===== config.mk =====
export PLATFORM = sky130hd
export DESIGN_NAME = twolane_frame_deser
export DESIGN_NICKNAME = d
export VERILOG_FILES = /design/src/rtl/sdeser_pkg.sv /design/src/rtl/nib_slip.sv /design/src/rtl/frame_aligner.sv /design/src/rtl/word_builder.sv /design/src/rtl/twolane_frame_deser.sv
export SDC_FILE = /design/constraint.sdc
export NUM_CORES = 1
export LEC_CHECK = 0
export ABC_AREA = 1
export BUFFER_PORTS_ARGS = -buffer_cell sky130_fd_sc_hd__buf_2
export CAP_MARGIN = 20
export CELL_PAD_IN_SITES_DETAIL_PLACEMENT = 2
export CELL_PAD_IN_SITES_GLOBAL_PLACEMENT = 2
export CORE_MARGIN = 8
export CORE_UTILIZATION = 35
export DETAILED_ROUTE_END_ITERATION = 12
export PLACE_DENSITY_LB_ADDON = 0.15
export SLEW_MARGIN = 20
export SYNTH_ARGS = -nofsm -noshare
export SYNTH_HDL_FRONTEND = slang
export SYNTH_SLANG_ARGS = --single-unit

===== constraint.sdc =====
create_clock -name clk -period 4.81 [get_ports clk]
set_input_delay 0.2405 -clock clk [delete_from_list [all_inputs] [get_ports clk]]
set_output_delay 0.2405 -clock clk [all_outputs]
set_load 0.02 [all_outputs]

===== src/rtl/sdeser_pkg.sv =====
package sdeser_pkg;

    localparam int NIB_W    = 4;
    localparam int LANES    = 2;
    localparam int BYTE_W   = 2 * NIB_W;
    localparam int WORD_W   = LANES * BYTE_W;
    localparam int SAMPLE_W = 14;
    localparam int PAIRS    = 4;
    localparam int SLIP_W   = $clog2(NIB_W);

    typedef enum logic [1:0] {
        AL_IDLE,
        AL_SEARCH,
        AL_LOCKED,
        AL_ERROR
    } align_state_e;

    typedef struct packed {
        logic                valid;
        logic [SAMPLE_W-1:0] data;
    } sample_t;

    // Serial order is earliest-at-MSB; flip for LSB-first streams.
    function automatic logic [BYTE_W-1:0] order_byte(
        input logic [BYTE_W-1:0] raw,
        input logic              msb_first
    );
        logic [BYTE_W-1:0] r;
        for (int k = 0; k < BYTE_W; k++) begin
            r[k] = msb_first ? raw[k] : raw[BYTE_W-1-k];
        end
        return r;
    endfunction

    function automatic logic [SAMPLE_W-1:0] to_twos(
        input logic [SAMPLE_W-1:0] s,
        input logic                is_twos
    );
        logic [SAMPLE_W-1:0] r;
        r = s;
        if (!is_twos) begin
            r[SAMPLE_W-1] = ~s[SAMPLE_W-1];
        end
        return r;
    endfunction

endpackage


===== src/rtl/nib_slip.sv =====
module nib_slip #(
    parameter int W  = sdeser_pkg::NIB_W,
    parameter int SW = sdeser_pkg::SLIP_W
) (
    input  logic          clk,
    input  logic          rst,
    input  logic [SW-1:0] slip,
    input  logic [W-1:0]  nib_in,
    output logic [W-1:0]  nib_out
);
    logic [W-1:0]   prev_q;
    logic [2*W-1:0] window;
    logic [2*W-1:0] shifted;

    always_ff @(posedge clk) begin
        if (rst) prev_q <= '0;
        else     prev_q <= nib_in;
    end

    // Older nibble sits in the upper half; a larger slip starts later in time.
    always_comb begin
        window  = {prev_q, nib_in};
        shifted = window >> (W - int'(slip));
        nib_out = shifted[W-1:0];
    end
endmodule


===== src/rtl/frame_aligner.sv =====
module frame_aligner #(
    parameter int W     = sdeser_pkg::NIB_W,
    parameter int SW    = sdeser_pkg::SLIP_W,
    parameter int PAIRS = sdeser_pkg::PAIRS
) (
    input  logic                     clk,
    input  logic                     rst,
    input  logic                     capture_req,
    input  logic [W-1:0]             fr_nib,
    output logic [SW-1:0]            slip,
    output sdeser_pkg::align_state_e state
);
    import sdeser_pkg::*;

    localparam int NEED  = 2 * PAIRS - 1;
    localparam int RUN_W = $clog2(2 * PAIRS);
    localparam logic [SW-1:0] SLIP_LAST = SW'(W - 1);

    logic [W-1:0]     fr_q;
    logic [RUN_W-1:0] run_q;
    logic             settle_q;
    logic             good;

    always_comb begin
        good = ((fr_nib == '1) && (fr_q == '0)) ||
               ((fr_nib == '0) && (fr_q == '1));
    end

    always_ff @(posedge clk) begin
        if (rst) begin
            state    <= AL_IDLE;
            slip     <= '0;
            run_q    <= '0;
            settle_q <= 1'b0;
            fr_q     <= '0;
        end else begin
            fr_q <= fr_nib;
            if (capture_req) begin
                state    <= AL_SEARCH;
                slip     <= '0;
                run_q    <= '0;
                settle_q <= 1'b1;
            end else if (state == AL_SEARCH) begin
                if (settle_q) begin
                    settle_q <= 1'b0;
                    run_q    <= '0;
                end else if (good) begin
                    if (run_q == RUN_W'(NEED - 1)) state <= AL_LOCKED;
                    else                           run_q <= run_q + 1'b1;
                end else if (slip == SLIP_LAST) begin
                    state <= AL_ERROR;
                end else begin
                    slip     <= slip + 1'b1;
                    settle_q <= 1'b1;
                    run_q    <= '0;
                end
            end
        end
    end

    p_capture_restarts_r10: assert property (@(posedge clk) disable iff (rst)
        capture_req |=> (state == AL_SEARCH && slip == '0));

    p_error_after_sweep_r8: assert property (@(posedge clk) disable iff (rst)
        $rose(state == AL_ERROR) |-> (slip == SLIP_LAST));

    p_slip_held_r3: assert property (@(posedge clk) disable iff (rst)
        (state == AL_LOCKED && $past(state) == AL_LOCKED) |-> $stable(slip));
endmodule


===== src/rtl/word_builder.sv =====
module word_builder #(
    parameter int W        = sdeser_pkg::NIB_W,
    parameter int LANES    = sdeser_pkg::LANES,
    parameter int SAMPLE_W = sdeser_pkg::SAMPLE_W
) (
    input  logic               clk,
    input  logic               rst,
    input  logic               locked,
    input  logic               capture_req,
    input  logic               msb_first,
    input  logic               twos_comp,
    input  logic [W-1:0]       fr_nib,
    input  logic [LANES*W-1:0] lane_nib,
    output sdeser_pkg::sample_t out
);
    import sdeser_pkg::*;

    localparam int BW = 2 * W;
    localparam int WW = LANES * BW;

    logic [LANES*W-1:0] first_q;
    logic               have_q;
    logic [WW-1:0]      word;

    // Lane 0 fills the top byte of the word, later lanes go below it.
    for (genvar l = 0; l < LANES; l++) begin : g_lane
        always_comb begin
            word[WW-1-l*BW -: BW] = order_byte({first_q[l*W +: W], lane_nib[l*W +: W]},
                                               msb_first);
        end
    end

    always_ff @(posedge clk) begin
        if (rst) begin
            first_q  <= '0;
            have_q   <= 1'b0;
            out      <= '0;
        end else if (!locked || capture_req) begin
            have_q    <= 1'b0;
            out.valid <= 1'b0;
        end else begin
            out.valid <= 1'b0;
            if (fr_nib == '1) begin
                first_q <= lane_nib;
                have_q  <= 1'b1;
            end else if (fr_nib == '0 && have_q) begin
                out.data  <= to_twos(word[SAMPLE_W-1:0], twos_comp);
                out.valid <= 1'b1;
                have_q    <= 1'b0;
            end else begin
                have_q <= 1'b0;
            end
        end
    end

    p_valid_spacing_r9: assert property (@(posedge clk) disable iff (rst)
        out.valid |=> !out.valid);

    p_valid_after_low_frame_r4: assert property (@(posedge clk) disable iff (rst)
        out.valid |-> ($past(fr_nib) == '0));
endmodule


===== src/rtl/twolane_frame_deser.sv =====
module twolane_frame_deser #(
    parameter int NIB_W    = sdeser_pkg::NIB_W,
    parameter int LANES    = sdeser_pkg::LANES,
    parameter int SAMPLE_W = sdeser_pkg::SAMPLE_W,
    parameter int PAIRS    = sdeser_pkg::PAIRS
) (
    input  logic                   clk,
    input  logic                   rst,
    input  logic                   capture_req,
    input  logic                   cfg_msb_first,
    input  logic                   cfg_twos_comp,
    input  logic [LANES*NIB_W-1:0] data_nib,
    input  logic [NIB_W-1:0]       frame_nib,
    output logic [SAMPLE_W-1:0]    sample,
    output logic                   sample_valid,
    output logic                   aligned,
    output logic                   align_err
);
    import sdeser_pkg::*;

    localparam int SW = $clog2(NIB_W);

    logic [SW-1:0]          slip;
    align_state_e           st;
    logic [NIB_W-1:0]       fr_sl;
    logic [LANES*NIB_W-1:0] data_sl;
    sample_t                smp;

    nib_slip #(.W(NIB_W), .SW(SW)) u_frame_slip (
        .clk(clk), .rst(rst), .slip(slip), .nib_in(frame_nib), .nib_out(fr_sl)
    );

    for (genvar l = 0; l < LANES; l++) begin : g_data_slip
        nib_slip #(.W(NIB_W), .SW(SW)) u_slip (
            .clk    (clk),
            .rst    (rst),
            .slip   (slip),
            .nib_in (data_nib[l*NIB_W +: NIB_W]),
            .nib_out(data_sl[l*NIB_W +: NIB_W])
        );
    end

    frame_aligner #(.W(NIB_W), .SW(SW), .PAIRS(PAIRS)) u_align (
        .clk(clk), .rst(rst), .capture_req(capture_req),
        .fr_nib(fr_sl), .slip(slip), .state(st)
    );

    word_builder #(.W(NIB_W), .LANES(LANES), .SAMPLE_W(SAMPLE_W)) u_build (
        .clk        (clk),
        .rst        (rst),
        .locked     (st == AL_LOCKED),
        .capture_req(capture_req),
        .msb_first  (cfg_msb_first),
        .twos_comp  (cfg_twos_comp),
        .fr_nib     (fr_sl),
        .lane_nib   (data_sl),
        .out        (smp)
    );

    assign sample       = smp.data;
    assign sample_valid = smp.valid;
    assign aligned      = (st == AL_LOCKED);
    assign align_err    = (st == AL_ERROR);

    p_valid_needs_lock_r9: assert property (@(posedge clk) disable iff (rst)
        sample_valid |-> aligned);

    p_no_valid_in_error_r8: assert property (@(posedge clk) disable iff (rst)
        align_err |-> !sample_valid);
endmodule


=== Word level (Yosys, flattened, before mapping) ===
Index checks and enable logic that the tools add are counted.

* $lt $le $gt $ge: 0
* Equality and inequality tests: 12
* Bitwise logic cells: 6
* Muxes and demuxes: 32
* Shifts and indexed selects: 3
* Divide/modulo/power cells: 0
* Multiply operators: 0
* Add/subtract/negate cells: 3
* Reduce and logical (&&, ||, !) cells: 20

{| class="wikitable"
|+ Operators with widths
! cell !! number
|-
| $shr A8 B32 Y4 || 3
|-
| $mux W1 || 24
|-
| $mux W15 || 1
|-
| $mux W3 || 4
|-
| $reduce_and A4 Y1 || 3
|-
| $eq A4 B4 Y1 const B || 2
|-
| $logic_not A4 Y1 || 2
|-
| $eq A2 B2 Y1 const B || 3
|-
| $mux W2 || 3
|-
| $not A1 Y1 || 6
|-
| $reduce_and A3 Y1 || 2
|-
| $ne A2 B2 Y1 const B || 2
|-
| $reduce_bool A2 Y1 || 2
|-
| $reduce_or A2 Y1 || 2
|-
| $sub A3 B2 Y4 const A || 1
|-
| $add A3 B1 Y3 const B || 1
|-
| $eq A3 B3 Y1 const B || 1
|-
| $logic_and A1 B1 Y1 || 3
|-
| $ne A3 B1 Y1 const B || 1
|-
| $ne A3 B2 Y1 const B || 1
|-
| $ne A3 B3 Y1 const B || 1
|-
| $reduce_bool A3 Y1 || 1
|-
| $reduce_or A3 Y1 || 1
|-
| $add A2 B1 Y2 const B || 1
|-
| 4 further kinds || 5
|}

* Flip-flop bits (word level): 48
* Latch bits: 0
* Bits in writable memories: 0
* ROM bits: 0
* Memories: 0
* Output and inout port bits: 17
* Input port bits: 17
* Word-level logic and storage cells: 89

=== Longest topological paths before layout ===
Gate-level depths: netlist of the first run.

* Word-level depth: 9
* Gate-level depth with buffers: 20
* Mapped depth without buffers: 17

=== Cells and area by module ===
A second synthesis of the first run with hierarchy kept.

* Cell total of the unflattened synthesis: 452
* Area, all modules: 2,892.8 sq um

{| class="wikitable"
|+ Modules (own cells, without submodules)
! module !! area each (sq um) !! times used !! cells an instance !! sequential area each (sq um)
|-
| word_builder || 1,156.1 || 1 || 178 || 480.5
|-
| nib_slip || 357.8 || 3 || 63 || 80.1
|-
| frame_aligner || 645.6 || 1 || 81 || 240.2
|-
| twolane_frame_deser || 17.5 || 1 || 4 || 0.0
|}

=== Least setup slack after synthesis of the first run ===
No wires, ideal clock.

* Kind: reg-to-reg
* Start: register u_align.slip[0]
* End: register u_build.first_q[4]
* Library setup time: 0.119 ns
* Period minus slack after synthesis: 2.364 ns
* Data required time: 4.691 ns
* Cell stages (with the launch flop): 15
* Path slack: 2.446 ns
* Data arrival time: 2.245 ns
* Buffers on the path: 4
* Path through: dfxtp_1 -> buf_6 -> inv_4 -> buf_6 -> ha_1 -> buf_4 -> nor2_8 -> nand3_1 -> nand2_1 -> nand2_2 -> nor3_2 -> inv_2 -> buf_2 -> o21ai_1 -> a21oi_1

* Word-level cells in the longest chain between the ends: 4
* Elaborated cells on any way between the ends: 5
* Those cells by class: add/sub (1); eq/ne (1); shift (2); reduce/logical (1)

{| class="wikitable"
|+ Ends and longest elaborated chain
! item !! line !! source
|-
| start: declaration || frame_aligner.sv:10 || <nowiki>output logic [SW-1:0] slip,</nowiki>
|-
| start signal: assignment || frame_aligner.sv:53 || <nowiki>slip <= slip + 1'b1;</nowiki>
|-
| $sub A3 B2 Y4 * || nib_slip.sv:23 || <nowiki>shifted = window >> (W - int'(slip));</nowiki>
|-
| $shr A8 B32 Y4 || nib_slip.sv:23 ||
|-
| $eq A4 B4 Y1 || word_builder.sv:43 || <nowiki>if (fr_nib == '1) begin</nowiki>
|-
| $reduce_and A2 Y1 (no line) || n/a ||
|-
| end signal: assignment || word_builder.sv:44 || <nowiki>first_q <= lane_nib;</nowiki>
|-
| end: declaration || word_builder.sv:21 || <nowiki>logic [LANES*W-1:0] first_q;</nowiki>
|}

Every way passes the cells marked *; elsewhere a longest branch is shown, timed or not.
A chain may end at the register's enable or synchronous reset.

=== Worst setup path after layout of the first run ===
* Start: register u_align.slip[0]
* End: register u_build.first_q[5]

Same word-level chain as after synthesis.

==> results_dict.tcl, run 1 <==
set metrics [dict create \
    area_growth_pct 10.7 \
    fin_tns_setup_ps 0 \
    clockRootBuffer "clkbuf_8" \
    drc 0 \
    hold_viol 0 \
    clock_path_buffers 2 \
    grt_max_degree 37 \
    yosys.cell_types.count 38 \
    drt_iter0_drc 37 \
    syn_area_um2 2670 \
    final_util_pct 39.0 \
    synthXorXnorAreaFrac_pct 0.329 \
    layout_common_cells "104 x nand2_1, 48 x dfxtp_1, 36 x nor2_1" \
    rows 32 \
    dr_wl_met2_um 3720 \
    vias 2488 \
    ctsResizeCount 0 \
    clkSlewWorstSetupHoldPaths_ps 90 \
    relSlewSlack_pct 46.5 \
    synthesis.nets 405 \
    cts.sinks 48 \
    synth_compound_area_share_pct 18.2 \
    clock_latency_ps 300 \
    ioPinCount 34 \
    critPathLaunchType "flop" \
    period_minus_slack_ps 3190 \
    core_um2 7570 \
    p_leak_nw 1.30 \
    synthAdderAreaFrac_pct 1.88 \
    nNetsFinal 429 \
    max_freq_ghz 0.314 \
    period_share_pct 66.2 \
    slew_viol_final 0 \
    nFillCells 951 \
    antenna_found_initial 0 \
    regArea_um2 961 \
    dr_wl_met3_um 259 \
    skew_ps 7.16 \
    n_antenna_cell 0 \
    vdd_drop_max_mv 0.106 \
    worstPathRequired_ps 5000 \
    syn_inst 384 \
    synth_top_family_by_area "simple AND/OR/NAND/NOR gates" \
    synth-seq-cells 48 \
    crit_type "flop to flop" \
    drtPass1Iterations 4 \
    grt_overflow 0 \
    cts_tree "yes" \
    vias_per_cell 4.87 \
    routed.top_layer "met4" \
    slowest_delay_ps 780 \
    grt_pass1_wl_um 12600 \
    cp_top_family "simple AND/OR/NAND/NOR gates" \
    cts_htree_levels 2 \
    worstPathArrival_ps 3380 \
    ys_warn_count 0 \
    grt_usage_pct 14.9 \
    cts_setup_buffers 0 \
    dp_hpwl_um 5870 \
    start_util_pct 35.2 \
    wl_met1_um 3580 \
    drive_gt1_share_pct 21.3 \
    synth_seq_area_share_pct 36.1 \
    setup_violations 0 \
    crit_slowest_cell "ha_1" \
    antenna_left 0 \
    power_density_nw_per_um2 272 \
    tightest_slew_ps 803 \
    muxShareOfSynthArea_pct 0 \
    worst-path-buf-inv 4 \
    syn_avg_cell_area_um2 6.94 \
    grt_setup_unrepaired "no" \
    dieArea_um2 10700 \
    numCtsBuffers 5 \
    status "finished clean" \
    min_path_type "primary input to flop" \
    wl_per_cell_um 14.9 \
    cap_viol_max_count 0 \
    gp_congestion 0.824 \
    final_common_cell "nand2_1" \
    crit_chain "buf_4, inv_4, ha_1, inv_4, nand3_1, nand3_1, nand2_1, nand2_2, nor3_2, inv_2, o21ai_0, a21oi_1" \
    end_kind "flop" \
    routed_wirelength_um 7620 \
    io_buffers 33 \
    multi_input_area_um2 1430 \
    die_y_um 103 \
    fp.dieW_um 103 \
    grt_pass1_vias 2630 \
    cts_hold_buf 0 \
    crit_fanout 35 \
    synthSimpleGateAreaFrac_pct 33.3 \
]
stage by stage:
stage	worst slack (ps)	area, µm²	power (mW)	hold WS (ps)	cells
global route	1310	2950	0.845	153	511
finish	1620	2950	0.801	161	511
global placement	1690	2860	0.556	450	503
detailed placement	1590	2860	0.561	460	503
CTS	1590	2950	0.816	149	511
floorplan	2450	2670	0.524	347	384
Yosys cell counts:
| library cell | instances | area share, % |
|---|---|---|
| nand2_2 | 17 | 4.0 |
| a31oi_1 | 1 | 0.23 |
| xnor2_1 | 1 | 0.33 |
| o21ai_1 | 3 | 0.56 |
| a22oi_1 | 1 | 0.28 |
| dfxtp_1 | 48 | 36 |
| and2_1 | 1 | 0.23 |
| o22ai_1 | 1 | 0.23 |
| nand3_1 | 18 | 3.4 |
| o221ai_1 | 1 | 0.33 |
| o21a_1 | 2 | 0.56 |
| buf_2 | 4 | 0.75 |
| inv_4 | 3 | 0.70 |
| nor2_1 | 36 | 5.1 |
| a21oi_2 | 11 | 3.6 |
| nand4_1 | 2 | 0.47 |
| buf_6 | 2 | 0.85 |
| nand2_4 | 2 | 0.85 |
| nand2_1 | 104 | 15 |
| a22o_1 | 1 | 0.33 |
| nand3_2 | 3 | 1.1 |
| o211ai_1 | 6 | 1.7 |
| buf_4 | 2 | 0.56 |
| clkbuf_1 | 7 | 0.99 |
| inv_1 | 35 | 4.9 |
| buf_12 | 1 | 0.75 |
| nand3b_1 | 1 | 0.28 |
| nor4_4 | 1 | 0.80 |
| nor2_8 | 1 | 0.75 |
| o21ai_0 | 33 | 6.2 |
| a21oi_1 | 22 | 4.1 |
| nor3b_4 | 1 | 0.70 |
| nor3_2 | 1 | 0.38 |
| nor4_1 | 1 | 0.23 |
| inv_2 | 4 | 0.56 |
| nor2_4 | 1 | 0.42 |
| ha_1 | 4 | 1.9 |
| buf_1 | 1 | 0.14 |
cell type report:
cell class                 count  area share, %
sequential                    48           32.6
clock inverter                 2          0.339
timing repair buffer          34           5.85
inverter                      42           5.60
multi-input combinational    277           48.5
tap                          102           4.33
clock buffer                   6           2.80
sequential cells by signal, indices dropped and copies added, names as in the netlist:
signal                     cells
u_align.run_q                  3
g_data_slip.u_slip.prev_q      8
u_align.state                  2
u_build.out                   15
u_align.slip                   2
u_align.fr_q                   4
u_build.have_q                 1
u_align.settle_q               1
u_frame_slip.prev_q            4
u_build.first_q                8
cell families after synthesis:
| group | count (synthesis) |
|---|---|
| AND/OR/NAND/NOR | 190 |
| adder cells (fa/ha/maj) | 4 |
| flip-flops | 48 |
| XOR/XNOR | 1 |
| AO/OA/AOI/OAI | 82 |
| buffers and inverters | 59 |
path summary, 6_finish.rpt:
path / start / endpoint / slack, ps / cells after the start
worst max-delay path: u_align.slip[0]$_SDFFE_PP0P_ / u_build.first_q[5]$_SDFFE_PP0P_ / 1620 / 12
worst max register to register: u_align.slip[0]$_SDFFE_PP0P_ / u_build.first_q[5]$_SDFFE_PP0P_ / 1620 / 12
worst min register to register: u_build.out[0]$_SDFFE_PP0P_ / u_build.out[0]$_SDFFE_PP0P_ / 470 / 2
worst min-delay path: frame_nib[0] / u_frame_slip.prev_q[0]$_SDFF_PP0_ / 160 / 3
layer usage:
layer  track usage, %  vias to the layer above
met1             18.2                     1177
met5                0                        -
met2             26.7                       30
met3             2.54                        4
li1                 -                     1277
met4             3.34                        0
where the power goes:
group	total, mW	switching [mW]	internal [mW]
Sequential	0.414	0.00635	0.408
Clock	0.249	0.135	0.115
Combinational	0.138	0.0956	0.0421
worst register-to-register path, cell delays in order, from the launching register on:
cell and delay, ps:
dfxtp_1 310, buf_4 300, inv_4 160, ha_1 790, inv_4 140, nand3_1 130, nand3_1 100, nand2_1 200
nand2_2 120, nor3_2 370, inv_2 200, o21ai_0 220, a21oi_1 60
(Power assumes the default switching activity.)
==> run 2: changes to the inputs <==
--- a/config.mk
+++ b/config.mk
@@ -11,7 +11,7 @@
 export CELL_PAD_IN_SITES_DETAIL_PLACEMENT = 2
 export CELL_PAD_IN_SITES_GLOBAL_PLACEMENT = 2
 export CORE_MARGIN = 8
-export CORE_UTILIZATION = 35
+export CORE_UTILIZATION = 29
 export DETAILED_ROUTE_END_ITERATION = 12
 export PLACE_DENSITY_LB_ADDON = 0.15
 export SLEW_MARGIN = 20
==> constraint.sdc (replaced) <==
create_clock -name clk -period 2.8 [get_ports clk]
set_input_delay 0.14 -clock clk [delete_from_list [all_inputs] [get_ports clk]]
set_output_delay 0.14 -clock clk [all_outputs]
set_load 0.02 [all_outputs]
==> run 2 against run 1 <==
Compared with the run above:
- clock power increased by 110%
- sequential power increased by 72%
- sequential cell count unchanged
- clock skew increased by 3.0 ps
- cell area increased by 2.1%
- clock-buffer cell count decreased by 1
- cell count increased by 2.5%
- combinational power increased by 71%
- critical path type unchanged
==> results_dict.tcl, run 2 (same netlist as run 1, synthesis figures left out) <==
set metrics [dict create \
    status "finished clean" \
    nNetsFinal 433 \
    post-route-worst-setup-slack_ps 326 \
    pwr-share-seq_pct 48.7 \
    globalRouteMet3Util_pct 2.54 \
    hold_viol 0 \
    relSlewSlack_pct 68.1 \
    period_share_pct 88.4 \
    vdd_drop_max_mv 0.174 \
    fin_cells 524 \
    crit_fanout 10 \
    grt_use_met2_pct 21.4 \
    largest-register "u_build.out" \
    largest_registers "u_build.out: 15 flops, g_data_slip.u_slip.prev_q: 8 flops, u_build.first_q: 8 flops" \
    grt_pass1_vias 2695 \
    grt_max_degree 35 \
    cts.sinks 48 \
    cts_setup_buffers 0 \
    clock_path_buffers 2 \
    layout_common_cells "104 x nand2_1, 48 x dfxtp_1, 36 x nor2_1" \
    power_density_nw_per_um2 485 \
    critPathLaunchType "flop" \
    clkPwrFrac_pct 35.1 \
    cts_htree_levels 2 \
    setup_violations 0 \
    worstPathArrival_ps 2680 \
    top_usage_layer "met2" \
    fin_tns_setup_ps 0 \
    use_met1_pct 15.4 \
    max_freq_ghz 0.404 \
    min_path_type "primary input to flop" \
    grt_overflow 0 \
    p_int_mw 1.04 \
    grt_setup_unrepaired "no" \
    worstPathRequired_ps 3000 \
    period_minus_slack_ps 2470 \
    drc 0 \
    placed_cells 516 \
    cap_viol_max_count 0 \
    fp.dieW_um 112 \
    cts_tree "yes" \
    rows 35 \
    tightest_slew_ps 474 \
    drt_iter0_drc 22 \
    pre_cts_ws_ps 227 \
    routed_wirelength_um 7470 \
    antenna_found_initial 0 \
    gp_congestion 0.767 \
    dp_hpwl_um 6050 \
    drtPass1Iterations 4 \
    slew_viol_final 0 \
    antenna_left 0 \
    crit_type "flop to flop" \
    clockRootBuffer "clkbuf_8" \
    skew_ps 10.1 \
    clock_latency_ps 300 \
    grt_usage_pct 12.5 \
    largest_reg_flops 15 \
    p_switching_uw 419 \
    final_common_cell "nand2_1" \
    die_y_um 112 \
    numCtsBuffers 5 \
    hp-start "frame_nib[0]" \
    start_util_pct 29.4 \
    combPwrFrac_pct 16.2 \
    n_antenna_cell 0 \
    vias_per_cell 4.77 \
    drive_gt1_share_pct 22.3 \
    vias 2498 \
    end_kind "flop" \
    p_leak_nw 1.32 \
    startpoint "u_align.slip[1]$_SDFFE_PP0P_" \
    area_growth_pct 13.1 \
    swShare_pct 28.7 \
    worstReg2RegStart "u_align.slip[1]$_SDFFE_PP0P_" \
    nFillCells 1099 \
    core_um2 9060 \
    grt_pass1_wl_um 13000 \
    wl_per_cell_um 14.2 \
    clkSlewWorstSetupHoldPaths_ps 90 \
    dieArea_um2 12500 \
    io_buffers 33 \
    ioPinCount 34 \
]
run 2: stage by stage:
step | total power, mW | instance area, µm² | hold WS, ps | utilization (%)
3_3_place_gp | 0.961 | 2900 | 351 | 32.0
3_5_place_dp | 0.968 | 2900 | 370 | 32.0
4_1_cts | 1.49 | 3010 | 41.7 | 33.2
6_report | 1.46 | 3010 | 48.5 | 33.2
5_1_grt | 1.54 | 3010 | 43.7 | 33.2
2_1_floorplan | 0.900 | 2670 | 247 | -
run 2: what timing repair did:
action / CTS / global route
gates resized for setup: 0 / 1
endpoints found under the setup margin: 0 / 2
hold buffers: 0 / 0
run 2: final timing paths:
| kind | depth (start not counted) | end | slack, ps |
|---|---|---|---|
| worst max-delay path | 15 | u_align.slip[1]$_SDFFE_PP0P_ | 330 |
| worst min-delay path | 3 | u_frame_slip.prev_q[0]$_SDFF_PP0_ | 50 |
| worst max register to register | 15 | u_align.slip[1]$_SDFFE_PP0P_ | 330 |
| worst min register to register | 2 | u_build.out[2]$_SDFFE_PP0P_ | 480 |
run 2: cell type report:
type | instances | area, µm² | area share, %
multi-input combinational | 277 | 1430 | 47.6
tap | 111 | 139 | 4.61
inverter | 42 | 165 | 5.48
clock buffer | 5 | 68.8 | 2.28
sequential | 48 | 961 | 31.9
timing repair buffer | 38 | 203 | 6.73
clock inverter | 3 | 42.5 | 1.41
run 2: power groups by stage:
stage | logic, mW | registers (mW) | clock network, mW
2_1_floorplan | 0.176 | 0.724 | 0
3_3_place_gp | 0.235 | 0.726 | 0
3_5_place_dp | 0.240 | 0.727 | 0
4_1_cts | 0.241 | 0.712 | 0.537
5_1_grt | 0.272 | 0.714 | 0.558
6_report | 0.236 | 0.711 | 0.513
run 2: per-layer routing:
layer | wire [µm] | up-vias
met1 | 3650 | 1176
met3 | 266 | 5
met2 | 3480 | 31
met4 | 73 | 0
met5 | 0 | -
li1 | - | 1286
run 2: critical path, stage by stage (launching register included):
cell,delay [ps]
dfxtp_1,370
inv_1,60
ha_2,500
inv_4,110
nand3_1,100
nand3_1,110
nand2_1,180
nand2_2,100
nor2_4,160
nand2_2,90
nand3b_1,150
nor2_1,60
nand2_1,150
inv_2,60
nor2_1,100
nor2_1,60
==> run 3: changes to the inputs <==
==> constraint.sdc (replaced) <==
create_clock -name clk -period 2.8 [get_ports clk]
set_input_delay 0 -clock clk [delete_from_list [all_inputs] [get_ports clk]]
set_output_delay 0 -clock clk [all_outputs]
set_load 0.02 [all_outputs]
==> run 3 against run 2 <==
Compared with the run above:
- combinational power is 7% higher
- power is 1.1% higher
- first-iteration DRC count stayed put
- die area stayed put
- global-route usage is 0.35 points higher
- cell area is 4.3% higher
- largest power group unchanged
==> results_dict.tcl, run 3 (same netlist as run 1, synthesis figures left out) <==
set metrics [dict create \
    worstPathRequired_ps 3000 \
    relSlewSlack_pct 67.0 \
    n_antenna_cell 0 \
    p_switching_uw 424 \
    clock_latency_ps 300 \
    grt_pass1_vias 2751 \
    min_path_type "primary input to flop" \
    clkSlewWorstSetupHoldPaths_ps 100 \
    final_common_cell "nand2_1" \
    io_buffers 33 \
    swShare_pct 28.7 \
    antenna_found_initial 0 \
    die_y_um 112 \
    path_common_cell "nor2_1" \
    end_kind "flop" \
    worst-path-buf-inv 3 \
    grt_setup_unrepaired "no" \
    grt_max_degree 35 \
    period_minus_slack_ps 2470 \
    p_int_mw 1.05 \
    grt_pass1_wl_um 13300 \
    vias_per_cell 4.73 \
    antenna_left 0 \
    worstPathArrival_ps 2670 \
    vias 2541 \
    critPathLaunchType "flop" \
    cts_htree_levels 2 \
    slowest_delay_ps 490 \
    cts_tree "yes" \
    final_util_pct 34.7 \
    max_freq_ghz 0.405 \
    crit_fanout 10 \
    status "finished clean" \
    r2r_end "u_align.slip[1]$_SDFFE_PP0P_" \
    grt_overflow 0 \
    tightest_slew_ps 489 \
    vdd_drop_max_mv 0.166 \
    r2r_setup_slack_ps 330 \
    hp-start "cfg_twos_comp" \
    p_leak_nw 1.37 \
    crit_slowest_cell "ha_2" \
    largest-register "u_build.out" \
    combPwrFrac_pct 17.0 \
    routed_wirelength_um 7730 \
    core_um2 9060 \
    dieArea_um2 12500 \
    drc 0 \
    clkPwrFrac_pct 34.8 \
    hold_path_depth 5 \
    drive_gt1_share_pct 21.6 \
    gp_congestion 0.767 \
    cap_viol_max_count 0 \
    r2r_cells 15 \
    largest_registers "u_build.out: 15 flops, g_data_slip.u_slip.prev_q: 8 flops, u_build.first_q: 8 flops" \
    hold_end "u_build.out[13]$_SDFFE_PP0P_" \
    dp_hpwl_um 6050 \
    grt_usage_pct 12.9 \
    clock_path_buffers 2 \
    layout_common_cells "104 x nand2_1, 48 x dfxtp_1, 36 x nor2_1" \
    cts.sinks 48 \
    numCtsBuffers 5 \
    largest_reg_flops 15 \
    crit_chain "inv_1, ha_2, inv_4, nand3_1, nand3_1, nand2_1, nand2_2, nor2_4, nand2_2, nand3b_1, nor2_1, nand2_1, inv_2, nor2_1, nor2_1" \
    nNetsFinal 446 \
    start_util_pct 29.4 \
    drt_iter0_drc 22 \
    ioPinCount 34 \
    worstReg2RegStart "u_align.slip[1]$_SDFFE_PP0P_" \
    fp.dieW_um 112 \
    rows 35 \
    skew_ps 10.5 \
    setup_violations 0 \
    crit_type "flop to flop" \
    period_share_pct 88.1 \
    slew_viol_final 0 \
    power_density_nw_per_um2 470 \
    wl_per_cell_um 14.4 \
    area_growth_pct 17.9 \
    pwr-share-seq_pct 48.2 \
    drtPass1Iterations 4 \
    cp_top_family "simple AND/OR/NAND/NOR gates" \
    fin_tns_setup_ps 0 \
    clockRootBuffer "clkbuf_8" \
    hold_viol 0 \
]
-- run 3: cell count changes in the layout (fill, tap and decap cells not counted) --
cell	previous run	this run
dlygate4sd3_1	0	13
-- run 3: worst max path at each step --
stage                                 start  cells after the start  slack, ps                              end
2_1_floorplan  u_align.slip[0]$_SDFFE_PP0P_                     14        440  u_build.first_q[4]$_SDFFE_PP0P_
3_3_place_gp   u_align.slip[0]$_SDFFE_PP0P_                     12        340      u_build.out[4]$_SDFFE_PP0P_
3_5_place_dp   u_align.slip[0]$_SDFFE_PP0P_                     15        230     u_align.slip[1]$_SDFFE_PP0P_
4_1_cts        u_align.slip[0]$_SDFFE_PP0P_                     15        190     u_align.slip[1]$_SDFFE_PP0P_
5_1_grt        u_align.slip[1]$_SDFFE_PP0P_                     15        120     u_align.slip[0]$_SDFFE_PP0P_
6_report       u_align.slip[1]$_SDFFE_PP0P_                     15        330     u_align.slip[1]$_SDFFE_PP0P_
-- run 3: metal layers --
metal  vias to the layer above  wire length (µm)  track usage, %
met5                         -                 0               0
met4                         0                74            3.83
met3                         5               229            2.38
met2                        30              3670            22.4
met1                      1196              3760            15.7
li1                       1310                 -               -
-- run 3: final cells by class --
cell class	count	area [µm²]
well taps	111	139
clock buffers	5	68.8
inverters	42	165
repair buffers	51	333
clock inverters	3	42.5
fillers	1097	5920
flip-flops and latches	48	961
multi-input cells	277	1430
-- run 3: worst register-to-register path: stages (launching register included) --
cell and delay [ps]:
dfxtp_1 370, inv_1 60, ha_2 490, inv_4 110, nand3_1 100, nand3_1 110, nand2_1 190, nand2_2 110
nor2_4 160, nand2_2 90, nand3b_1 150, nor2_1 60, nand2_1 150, inv_2 60, nor2_1 100, nor2_1 60
-- run 3: what timing repair did --
action                                  CTS  global route
endpoints found under the setup margin    0             2
endpoints found under the hold margin    13             0
buffers inserted                          0             0
hold buffers                             13             0
resized for setup                         0             1
-- run 3: power by group through the flow --
| stage | clock network [mW] | logic [mW] | registers, mW |
|---|---|---|---|
| after floorplan | 0 | 0.176 | 0.724 |
| after global placement | 0 | 0.235 | 0.726 |
| after detailed placement | 0 | 0.240 | 0.727 |
| after CTS | 0.537 | 0.255 | 0.712 |
| after global routing | 0.559 | 0.288 | 0.714 |
| final | 0.514 | 0.252 | 0.711 |
-- run 3: per-stage QoR --
| stage | power [mW] | instance area (µm²) | setup slack (ps) | instances | hold WS (ps) |
|---|---|---|---|---|---|
| after global placement | 0.961 | 2900 | 341 | 516 | 211 |
| after detailed placement | 0.968 | 2900 | 227 | 516 | 230 |
| final | 1.48 | 3140 | 332 | 537 | 83.4 |
| after floorplan | 0.900 | 2670 | 436 | 384 | 107 |
| after CTS | 1.50 | 3140 | 189 | 537 | 84.4 |
| after global routing | 1.56 | 3140 | 116 | 537 | 115 |
